[config.mk]
export PLATFORM = sky130hd
export DESIGN_NAME = cfx_precision_conv
export DESIGN_NICKNAME = d
export VERILOG_FILES = /design/src/rtl/cfx_pkg.sv /design/src/rtl/cfx_round.sv /design/src/rtl/cfx_clip.sv /design/src/rtl/cfx_stage.sv /design/src/rtl/cfx_precision_conv.sv
export SDC_FILE = /design/constraint.sdc
export NUM_CORES = 1
export LEC_CHECK = 0
export BUFFER_PORTS_ARGS = -buffer_cell sky130_fd_sc_hd__buf_4
export CAP_MARGIN = 20
export CORE_ASPECT_RATIO = 0.75
export CORE_MARGIN = 10
export CORE_UTILIZATION = 55
export CTS_BUF_LIST = sky130_fd_sc_hd__clkbuf_4 sky130_fd_sc_hd__clkbuf_8
export CTS_CLUSTER_DIAMETER = 50
export DETAILED_ROUTE_END_ITERATION = 8
export PLACE_DENSITY = 0.8
export SYNTH_ARGS = -nofsm -noshare
export SYNTH_HDL_FRONTEND = slang
export SYNTH_HIERARCHICAL = 1
export SYNTH_SLANG_ARGS = --single-unit
[constraint.sdc]
create_clock -name clk -period 1.54 [get_ports clk]
set_clock_uncertainty 0.2 [all_clocks]
set_input_delay 0 -clock clk [delete_from_list [all_inputs] [get_ports clk]]
set_output_delay 0 -clock clk [all_outputs]
set_load 0.005 [all_outputs]
[src/rtl/cfx_pkg.sv]
package cfx_pkg;

  // Treatment of dropped fractional bits
  typedef enum logic {
    CFX_TRUNC = 1'b0,
    CFX_ROUND = 1'b1
  } cfx_quant_e;

  // Treatment of results outside the output range
  typedef enum logic {
    CFX_WRAP = 1'b0,
    CFX_SAT  = 1'b1
  } cfx_ovf_e;

endpackage

[src/rtl/cfx_round.sv]
module cfx_round
  import cfx_pkg::*;
#(
  parameter int         IN_W  = 8,
  parameter int         DROP  = 0,
  parameter cfx_quant_e QUANT = CFX_ROUND
) (
  input  logic [IN_W-1:0]    din,
  output logic [IN_W-DROP:0] dout
);

  localparam int HALF_I = (DROP > 0) ? (1 << (DROP - 1)) : 0;
  localparam int STEP_I = 1 << DROP;
  localparam logic [IN_W:0] BIAS =
    (QUANT == CFX_ROUND) ? (IN_W + 1)'(HALF_I) : '0;

  // One guard bit above the sign keeps the rounding carry
  logic [IN_W:0] ext;
  logic [IN_W:0] sum;

  always_comb begin
    ext = {din[IN_W-1], din};
    sum = ext + BIAS;
  end

  assign dout = sum[IN_W:DROP];

  // Relate the kept value back to the input at full scale
  logic signed [IN_W+1:0] scaled;
  logic signed [IN_W+1:0] err_in;
  logic signed [IN_W+1:0] err_sum;

  always_comb begin
    scaled  = (IN_W + 2)'($signed(dout)) <<< DROP;
    err_in  = $signed({ext[IN_W], ext}) - scaled;
    err_sum = $signed({sum[IN_W], sum}) - scaled;
    // the kept value is the floor of the (biased) input
    a_r3_floor_step: assert (err_sum >= 0 && err_sum < STEP_I);
    if (QUANT == CFX_ROUND && DROP > 0) begin
      // error lies in [-half, +half) of an output LSB
      a_r4_half_up: assert (err_in >= -HALF_I && err_in < HALF_I);
    end
  end

endmodule

[src/rtl/cfx_clip.sv]
module cfx_clip
  import cfx_pkg::*;
#(
  parameter int       IN_W  = 9,
  parameter int       OUT_W = 8,
  parameter cfx_ovf_e OVF   = CFX_WRAP
) (
  input  logic [IN_W-1:0]  din,
  output logic [OUT_W-1:0] dout
);

  if (OUT_W >= IN_W) begin : g_widen
    // Output range covers the input: sign-extend only
    assign dout = OUT_W'($signed(din));
  end else begin : g_narrow
    localparam logic [OUT_W-1:0] MAX_V = {1'b0, {(OUT_W-1){1'b1}}};
    localparam logic [OUT_W-1:0] MIN_V = {1'b1, {(OUT_W-1){1'b0}}};

    logic [IN_W-OUT_W:0] top;
    logic                ovf;

    always_comb begin
      top = din[IN_W-1:OUT_W-1];
      ovf = !((&top) || !(|top));
      if (ovf && OVF == CFX_SAT) begin
        dout = din[IN_W-1] ? MIN_V : MAX_V;
      end else begin
        dout = din[OUT_W-1:0];
      end
    end

    always_comb begin
      if (!ovf) begin
        // in-range values come through unchanged
        a_r8_exact_in_range: assert (IN_W'($signed(dout)) == din);
      end
      if (OVF == CFX_SAT) begin
        // clamping never flips the sign
        a_r5_sign_kept: assert (dout[OUT_W-1] == din[IN_W-1]);
      end
    end
  end

endmodule

[src/rtl/cfx_stage.sv]
module cfx_stage #(
  parameter int W     = 16,
  parameter int DEPTH = 1
) (
  input  logic         clk,
  input  logic         rst,
  input  logic         vld_i,
  input  logic [W-1:0] dat_i,
  output logic         vld_o,
  output logic [W-1:0] dat_o
);

  if (DEPTH == 0) begin : g_wire
    assign vld_o = vld_i;
    assign dat_o = dat_i;
  end else begin : g_regs
    logic         v [DEPTH+1];
    logic [W-1:0] d [DEPTH+1];

    assign v[0] = vld_i;
    assign d[0] = dat_i;

    for (genvar g = 1; g <= DEPTH; g++) begin : g_st
      always_ff @(posedge clk) begin
        if (rst) begin
          v[g] <= 1'b0;
          d[g] <= '0;
        end else begin
          v[g] <= v[g-1];
          if (v[g-1]) begin
            d[g] <= d[g-1];
          end
        end
      end
    end

    assign vld_o = v[DEPTH];
    assign dat_o = d[DEPTH];

    // an idle input cycle leaves the first register untouched
    a_r9_hold_idle: assert property (@(posedge clk) disable iff (rst)
      !vld_i |=> $stable(d[1]));

    // the reset leaves no valid sample behind
    a_r1_cleared_after_reset: assert property (@(posedge clk) disable iff (rst)
      $past(rst) |-> !vld_o);
  end

endmodule

[src/rtl/cfx_precision_conv.sv]
module cfx_precision_conv
  import cfx_pkg::*;
#(
  parameter int         IN_W    = 8,
  parameter int         IN_BP   = 0,
  parameter int         OUT_W   = 8,
  parameter int         OUT_BP  = 0,
  parameter cfx_quant_e QUANT   = CFX_ROUND,
  parameter cfx_ovf_e   OVF     = CFX_WRAP,
  parameter int         LATENCY = 2
) (
  input  logic                 clk,
  input  logic                 rst,
  input  logic                 in_valid,
  input  logic [2*IN_W-1:0]    in_data,
  output logic                 out_valid,
  output logic [2*OUT_W-1:0]   out_data
);

  localparam int DROP  = IN_BP - OUT_BP;
  localparam int RW    = IN_W + 1 - DROP;
  localparam int PRE   = (LATENCY >= 2) ? 1 : 0;
  localparam int POST  = LATENCY - PRE;
  localparam int NCOMP = 2;

  logic [NCOMP*RW-1:0]    rnd_pk;
  logic [NCOMP*RW-1:0]    rs_pk;
  logic                   rs_vld;
  logic [NCOMP*OUT_W-1:0] cl_pk;

  // Component 1 = real (upper half), component 0 = imaginary (lower half)
  for (genvar c = 0; c < NCOMP; c++) begin : g_comp
    cfx_round #(
      .IN_W (IN_W),
      .DROP (DROP),
      .QUANT(QUANT)
    ) i_round (
      .din (in_data[c*IN_W +: IN_W]),
      .dout(rnd_pk[c*RW +: RW])
    );

    cfx_clip #(
      .IN_W (RW),
      .OUT_W(OUT_W),
      .OVF  (OVF)
    ) i_clip (
      .din (rs_pk[c*RW +: RW]),
      .dout(cl_pk[c*OUT_W +: OUT_W])
    );
  end

  // Register after the rounding adder when latency allows
  cfx_stage #(
    .W    (NCOMP * RW),
    .DEPTH(PRE)
  ) i_pre (
    .clk  (clk),
    .rst  (rst),
    .vld_i(in_valid),
    .dat_i(rnd_pk),
    .vld_o(rs_vld),
    .dat_o(rs_pk)
  );

  // Remaining stages after the range limiter
  cfx_stage #(
    .W    (NCOMP * OUT_W),
    .DEPTH(POST)
  ) i_post (
    .clk  (clk),
    .rst  (rst),
    .vld_i(rs_vld),
    .dat_i(cl_pk),
    .vld_o(out_valid),
    .dat_o(out_data)
  );

endmodule

==> metrics <==
met2 wire len roughly 1.5 mm; DR WL/cell around 14 µm; WP data required 1.55 ns; placed insts between 150 and 200; placer congestion estimate between 0.6 and 0.7; grt ovf 0; Clock transition at path regs about 0.10 ns; syn nets between 150 and 200; setup violators final 0; global-route usage over all layers about an eighth; hold buffers post-CTS 34; CTS Root Cell clkbuf_4; Startpoint Class input port; CP max stage delay roughly 0.59 ns; vias around 1000; post-DP HPWL around 1.8 mm; I/O pins 36; ratio of cells with drive above 1 in the final layout about a quarter; Worst-Skew Late Latency approximately 0.33 ns; Period Utilization, post-route between 90% and 100%; first-pass GRT wire length 5.29 mm; max-cap violations 0; setup_tns 0 ns; I/O Buffers 35; CTS Buffer Depth 2; final cell count without fillers 215; cell area power density 916 nW/µm²; DR iter-0 viols 46; Cells after Synth 140; CP Data Arrival Time roughly 1.5 ns; P&R area growth vs syn 27.7%; Max Fclk just under 700 MHz; initial core utilization a little under three fifths; post-place instance area around 1500 µm²; filler cell count between 150 and 200; max layer used met4; CTS buffer count 5; via-per-instance ratio approximately 4.7; drt pass-1 iters 4; most used cell, CP dlygate4sd3_1; Die Width 79.4 µm; unrepaired setup endpoints after global routing no; Rows 16; Final ANT Viol Nets 0; CTS tree built; Hold Violations, Final 0; final slew viol count 0; residual DRC count 0; pin count of the biggest net entering global routing 35; cell area after synthesis between 1000 and 1500 µm²; slew margin rel. a little under 80%; M1 wire length between 1 and 1.5 mm; Detailed Route WL between 3 and 4 mm; Synth warnings 6; WS Path Type input port to flip-flop; DIE HEIGHT 64.6 µm; Mean Syn Cell Area 10.4 µm²; LEAKAGE roughly 0.84 nW; Setup Fix Bufs, Post-CTS 0; Multi-input gate area around 450 µm²; met3 wire length about 190 µm; crit path capture type flip-flop; initial antenna violation count 0; Final Util roughly 73%; vias in the first global route 1149; Layout Nets about 200; critical-path cell list dlygate4sd3_1 -> buf_4 -> mux2i_1 -> dlygate4sd3_1 -> nor2_1; Worst Hold Class flip-flop to flip-flop; CP max-delay cell dlygate4sd3_1; CTS resizes 0; post-route design area 1860 µm²; status completed; worst setup margin about 0.1 ns; Seq. cell area 681 µm²; Place WS ~0.37 ns; Max VDD drop 674 µV; Clock Sinks 34; full die area between 5000 and 6000 µm²; Max FO, Critical Path 1; fin crit period ~1.4 ns; Worst Tran Pin Value 0.327 ns; n_diodes 0; CTS H-Tree Depth 2; Core ar. about 2600 µm²
[critical path: cells and delay by family]
kind,cells,cell delay (ns)
buf+inv,3,1.26
simple gates,1,0.04
mux,1,0.15
[per-layer routing]
metal	GRT usage, %	vias to the layer above
met3	5.37	8
met2	22.2	27
met1	13.3	476
met4	6.25	0
li1	-	495
met5	0	-
[state kept, by name, indices dropped and copies added (netlist names)]
| name | count |
|---|---|
| i_post/dat_o | 16 |
| i_post/vld_o | 1 |
| i_pre/dat_o | 16 |
| i_pre/vld_o | 1 |
[where the power goes]
| group | leakage (nW) | switching, mW | internal [mW] | total (mW) |
|---|---|---|---|---|
| clock network | 0.0387 | 0.284 | 0.239 | 0.523 |
| registers | 0.278 | 0.0204 | 0.917 | 0.937 |
| logic | 0.526 | 0.0868 | 0.157 | 0.244 |
| total | 0.843 | 0.392 | 1.31 | 1.70 |
[cell usage in the layout, fill, tap and decap left out, drive strengths merged]
cell type,n
dfxtp,34
buf,37
dlygate4sd3,34
nor2,32
clkinv,1
mux2i,32
nor2b,2
clkbuf,7
[cell type report]
class	count	share of cell area, %
clock buffer	7	3.16
clock inverter	1	0.269
multi-input combinational	66	24.3
sequential	34	36.6
tap	36	2.42
timing repair buffer	71	33.2
[through the flow]
step	power, mW	hold slack (ns)
finish	1.70	0.307
global route	1.78	0.350
CTS	1.71	0.310
detailed placement	1.11	0.0430
global placement	1.11	0.0349
floorplan	1.12	0.0287
[final timing paths]
kind,start,end,slack [ns],cells past startpoint
max,in_data[2],i_pre/dat_o[2],0.1,5
min,i_pre/dat_o[9],i_post/dat_o[8],0.31,2
max reg2reg,i_pre/dat_o[2],i_pre/dat_o[2],0.11,3
min reg2reg,i_pre/dat_o[9],i_post/dat_o[8],0.31,2
(Power assumes the default switching activity.)
